File: config.mk
export PLATFORM = sky130hd
export DESIGN_NAME = dualpat_detect
export DESIGN_NICKNAME = d
export VERILOG_FILES = /design/src/rtl/dpd_pkg.sv /design/src/rtl/dpd_history.sv /design/src/rtl/dpd_match.sv /design/src/rtl/dualpat_detect.sv
export SDC_FILE = /design/constraint.sdc
export NUM_CORES = 1
export LEC_CHECK = 0
export BUFFER_PORTS_ARGS = -buffer_cell sky130_fd_sc_hd__buf_2
export CORE_AREA = 2 2 39 41
export CTS_CLUSTER_DIAMETER = 60
export DETAILED_ROUTE_END_ITERATION = 8
export DIE_AREA = 0 0 41 43
export PLACE_DENSITY = 0.38
export SLEW_MARGIN = 20
export SYNTH_ARGS = -nofsm -noshare
export SYNTH_HDL_FRONTEND = slang
export SYNTH_HIERARCHICAL = 1
export SYNTH_SLANG_ARGS = --single-unit
File: constraint.sdc
create_clock -name clk -period 1.3 [get_ports clk]
set_clock_uncertainty 0.05 [all_clocks]
set_input_delay 0.26 -clock clk [delete_from_list [all_inputs] [get_ports clk]]
set_output_delay 0.26 -clock clk [all_outputs]
set_load 0.01 [all_outputs]
File: src/rtl/dpd_pkg.sv
package dpd_pkg;
  // Number of past bits kept; the window is these plus the live input.
  localparam int HIST_W = 3;
  localparam int WIN_W  = HIST_W + 1;
  localparam int NPAT   = 2;
  // Window layout: bit WIN_W-1 is the oldest bit, bit 0 the live input.
  localparam logic [NPAT-1:0][WIN_W-1:0] PATS = {4'b1001, 4'b0110};
endpackage

File: src/rtl/dpd_history.sv
module dpd_history #(
  parameter int W = dpd_pkg::HIST_W
) (
  input  logic         clk,
  input  logic         rst,
  input  logic         shift_en,
  input  logic         bit_in,
  output logic [W-1:0] hist_o,
  output logic         full_o
);
  localparam int CW = $clog2(W + 1);
  localparam logic [CW-1:0] FILL_MAX = CW'(W);

  logic [W-1:0]  hist_q;
  logic [CW-1:0] fill_q;

  // Bit 0 holds the newest accepted bit.
  always_ff @(posedge clk) begin
    if (rst) begin
      hist_q <= '0;
      fill_q <= '0;
    end else if (shift_en) begin
      hist_q <= {hist_q[W-2:0], bit_in};
      if (fill_q != FILL_MAX) fill_q <= fill_q + 1'b1;
    end
  end

  assign hist_o = hist_q;
  assign full_o = (fill_q == FILL_MAX);
endmodule

File: src/rtl/dpd_match.sv
module dpd_match #(
  parameter int W    = dpd_pkg::WIN_W,
  parameter int NPAT = dpd_pkg::NPAT
) (
  input  logic [W-1:0] window_i,
  output logic         hit_o
);
  logic [NPAT-1:0] hit_each;

  for (genvar p = 0; p < NPAT; p++) begin : g_pat
    assign hit_each[p] = (window_i == dpd_pkg::PATS[p]);
  end

  assign hit_o = |hit_each;
endmodule

File: src/rtl/dualpat_detect.sv
module dualpat_detect #(
  parameter int HIST_W = dpd_pkg::HIST_W
) (
  input  logic clk,
  input  logic rst,
  input  logic x_valid,
  input  logic x_bit,
  output logic x_ready,
  output logic z_valid,
  output logic z_bit,
  input  logic z_ready
);
  localparam int WIN_W = HIST_W + 1;

  logic [HIST_W-1:0] hist;
  logic              full;
  logic              hit;
  logic              take;

  assign x_ready = z_ready;
  assign take    = x_valid & z_ready;

  dpd_history #(.W(HIST_W)) hist_i (
    .clk      (clk),
    .rst      (rst),
    .shift_en (take),
    .bit_in   (x_bit),
    .hist_o   (hist),
    .full_o   (full)
  );

  dpd_match #(.W(WIN_W), .NPAT(dpd_pkg::NPAT)) match_i (
    .window_i ({hist, x_bit}),
    .hit_o    (hit)
  );

  assign z_valid = x_valid;
  assign z_bit   = x_valid & full & hit;
endmodule

==> flow_results.xml <==
<?xml version="1.0" encoding="UTF-8"?>
<metrics>
  <group name="drt">
    <metric name="detail_route.first_pass.iterations" unit="">1</metric>
    <metric name="ant_nets" unit="">0</metric>
    <metric name="drt-vias-per-instance" unit="">4.09</metric>
    <metric name="routed-via-count" unit="">217</metric>
    <metric name="first_iter_violations" unit="">0</metric>
    <metric name="wirelength" unit="µm">461</metric>
    <metric name="route.detailed.wl_per_inst" unit="µm">8.70</metric>
    <metric name="drc_errors" unit="">0</metric>
  </group>
  <group name="power_and_ir_drop">
    <metric name="peakVddDrop" unit="mV">0.224</metric>
    <metric name="report.power.total" unit="µW">382</metric>
    <metric name="power.leakage" unit="nW">0.159</metric>
    <metric name="power-per-cell-area" unit="nW/µm²">1090</metric>
  </group>
  <group name="floorplanning">
    <metric name="std_cell_rows" unit="">14</metric>
    <metric name="die-height" unit="µm">43</metric>
    <metric name="boundaryPins" unit="">8</metric>
    <metric name="floorplan.core_area" unit="µm²">1380</metric>
    <metric name="die-area" unit="µm²">1760</metric>
    <metric name="die_width" unit="µm">41</metric>
    <metric name="floorplan.initialDensity" unit="">0.192</metric>
  </group>
  <group name="worst_setup_path">
    <metric name="critical_path.cell_chain" unit="">nand4bb_1 -&gt; nand2_1 -&gt; and3_1 -&gt; buf_2</metric>
    <metric name="timing.rr.end" unit="">hist_i/fill_q[0]</metric>
    <metric name="reg2reg_setup_slack" unit="ns">0.07</metric>
    <metric name="critical_path.max_stage_delay" unit="ns">0.32</metric>
    <metric name="cp-start-kind" unit="">flip-flop</metric>
    <metric name="startpoint" unit="">hist_i/hist_o[0]</metric>
    <metric name="crit_required" unit="ns">0.99</metric>
    <metric name="cp_data_arrival_time" unit="ns">1.06</metric>
    <metric name="reg2regPathDepth" unit="">4</metric>
    <metric name="cp_max_fo" unit="">4</metric>
    <metric name="criticalPathCategory" unit="">flip-flop to output pin</metric>
    <metric name="timing.rr.start" unit="">hist_i/fill_q[1]</metric>
    <metric name="critical-path-slowest-cell" unit="">dfxtp_2</metric>
    <metric name="worst_setup_path_end_kind" unit="">output pin</metric>
  </group>
  <group name="flow_run">
    <metric name="max-cap-violations" unit="">0</metric>
  </group>
  <group name="timing">
    <metric name="achievable-frequency" unit="MHz">728</metric>
    <metric name="final_hold_viol_count" unit="">0</metric>
    <metric name="slew_viol_final" unit="">0</metric>
    <metric name="setup_total_negative_slack" unit="ns">-0.0741</metric>
    <metric name="max_slew.worst_pin.slew" unit="ns">0.133</metric>
    <metric name="grt_setup_unrepaired" unit="">true</metric>
    <metric name="setup_viol" unit="">1</metric>
    <metric name="timing.final.crit_period" unit="ns">1.37</metric>
    <metric name="post-route-worst-setup-slack" unit="ns">-0.0741</metric>
    <metric name="finalCritPeriodShare" unit="">1.06</metric>
    <metric name="max-slew-margin-rel" unit="">0.909</metric>
  </group>
  <group name="clocking">
    <metric name="cts_bufs_inserted" unit="">3</metric>
    <metric name="tritoncts" unit="">yes</metric>
    <metric name="cts.sink_count" unit="">5</metric>
    <metric name="root_buffer" unit="">clkbuf_4</metric>
    <metric name="htree_levels" unit="">1</metric>
    <metric name="path_clk_slew" unit="ns">0.04</metric>
    <metric name="clk_path_buf_depth" unit="">2</metric>
    <metric name="worstSkewPairLatency" unit="ns">0.24</metric>
  </group>
  <group name="cells_and_area">
    <metric name="num_antenna_cells" unit="">0</metric>
    <metric name="area_delta_synth_final" unit="%">32.5</metric>
    <metric name="drive_above_1_share" unit="">0.432</metric>
    <metric name="number_of_nets_in_the_final_layout" unit="">44</metric>
    <metric name="stdcell_area" unit="µm²">352</metric>
  </group>
  <group name="yosys">
    <metric name="synth_seq_area_share" unit="">0.377</metric>
    <metric name="avgSynthCellArea" unit="µm²">10.2</metric>
    <metric name="synth_cell_types" unit="">14</metric>
    <metric name="synthesis_stage_register_bit_count" unit="">5</metric>
    <metric name="syn-num-nets" unit="">32</metric>
    <metric name="netlist_instances" unit="">26</metric>
    <metric name="yosysTopAreaCellShare" unit="">0.377</metric>
    <metric name="syn_area" unit="µm²">265</metric>
    <metric name="netlist.top_cell.by_area" unit="">dfxtp_1</metric>
    <metric name="ys_warn_count" unit="">6</metric>
    <metric name="synth.top_cells.by_area" unit="">dfxtp_1 38%, nand4bb_1 13%, mux2i_1 11%, buf_4 5.7%, nor2_1 5.7%</metric>
  </group>
  <group name="global_routing">
    <metric name="grt_pass1_vias" unit="">207</metric>
    <metric name="gr-usage-all-layers" unit="">0.0683</metric>
    <metric name="grt_max_degree" unit="">8</metric>
    <metric name="grt_remaining_overflow" unit="">0</metric>
    <metric name="antenna_violations_before_repair" unit="">0</metric>
    <metric name="grt_first_pass_wirelength" unit="µm">765</metric>
  </group>
  <group name="place">
    <metric name="routability_congestion_estimate" unit="">0.595</metric>
    <metric name="dpl_cell_area" unit="µm²">313</metric>
    <metric name="count_of_buffers_inserted_at_the_top_level_ports" unit="">7</metric>
    <metric name="detailedPlacementHpwl" unit="µm">387</metric>
  </group>
  <group name="status">
    <metric name="status" unit="">finished, violations left</metric>
    <metric name="violations" unit="">negative setup slack</metric>
  </group>
  <group name="hold_path">
    <metric name="hold-path-cell-count" unit="">2</metric>
    <metric name="hp-start" unit="">rst</metric>
    <metric name="holdPathEnd" unit="">hist_i/hist_o[0]</metric>
    <metric name="worst_hold_path_class" unit="">input port to flip-flop</metric>
  </group>
</metrics>
==> flip-flops by register name, indices dropped and copies added, names as in the netlist <==
name	cells
hist_i/fill_q	2
hist_i/hist_o	3
==> synth_stat cells, drive strengths merged <==
library cell	number
and2	1
and3	1
buf	2
dfxtp	5
ha	1
mux2	1
mux2i	3
nand2	1
nand2b	1
nand4bb	3
nor2	4
nor2b	2
o21ai	1
==> worst max-delay path, delay by kind of cell (launching register included) <==
family	cells	cell delay [ns]
AND/OR/NAND/NOR	3	0.38
buffers and inverters	1	0.12
flip-flops	1	0.32
==> final cells by class <==
class | instances | area [µm²]
Fill cell | 152 | 1030
Multi-Input combinational cell | 19 | 153
Tap cell | 16 | 20.0
Clock buffer | 4 | 26.3
Sequential cell | 5 | 103
Timing Repair Buffer | 9 | 50.0
==> layout by cell type (no fill, tap or decap) <==
master / count
mux2_1: 1
nor2_1: 4
clkbuf_4: 3
and2_1: 1
buf_2: 7
clkbuf_1: 1
nand2b_1: 1
nor2b_4: 1
nand4bb_1: 3
mux2i_1: 3
dfxtp_1: 3
and3_1: 1
buf_4: 2
o21ai_1: 1
dfxtp_2: 2
nand2_1: 1
nor2b_1: 1
ha_2: 1
==> timing repair <==
item	4_1_cts	5_1_grt
hold endpoints to repair	0	0
buffers inserted	1	0
hold buffers	0	0
endpoints found under the setup margin	1	1
resized for setup	3	0
pin swaps	1	3
==> stage by stage <==
step / worst slack (ns) / hold slack (ns) / util / std cells
3_3_place_gp: 0.128 / 0.405 / 0.226 / 48
4_1_cts: -0.0922 / 0.207 / 0.254 / 53
2_1_floorplan: 0.168 / 0.282 / - / 26
5_1_grt: -0.156 / 0.207 / 0.254 / 53
3_5_place_dp: 0.119 / 0.422 / 0.226 / 48
6_report: -0.0741 / 0.210 / 0.254 / 53
==> worst max-delay path by stage <==
stage	cells past startpoint	to
after floorplan	3	hist_i/fill_q[0]
after global placement	5	z_bit
after detailed placement	3	hist_i/fill_q[0]
after CTS	4	z_bit
after global routing	4	z_bit
final	4	z_bit
==> report_power, final <==
part           total [mW]  internal (mW)  leakage (nW)  switching, mW
sequential          0.165          0.160        0.0416        0.00430
clock               0.178          0.116        0.0150         0.0621
combinational      0.0392         0.0222         0.103         0.0169
total               0.382          0.299         0.159         0.0834
==> logic make-up (layout without fill, tap and decap cells) <==
| group | after synthesis | in the layout | synth area share |
|---|---|---|---|
| simple gates | 13 | 13 | 0.344 |
| fa+ha+maj | 1 | 1 | 0.0472 |
| buf+inv | 2 | 13 | 0.0566 |
| mux | 4 | 4 | 0.156 |
| compound gates | 1 | 1 | 0.0188 |
| flops | 5 | 5 | 0.377 |
==> metal layers <==
layer | global-route usage | up-vias | share of wire
met2 | 0.106 | 6 | 0.54
met5 | 0 | - | 0
li1 | - | 110 | -
met3 | 0.0314 | 0 | 0.085
met4 | 0.0600 | 0 | 0
met1 | 0.0613 | 101 | 0.38
No activity file was read; power rests on OpenSTA's default activity.
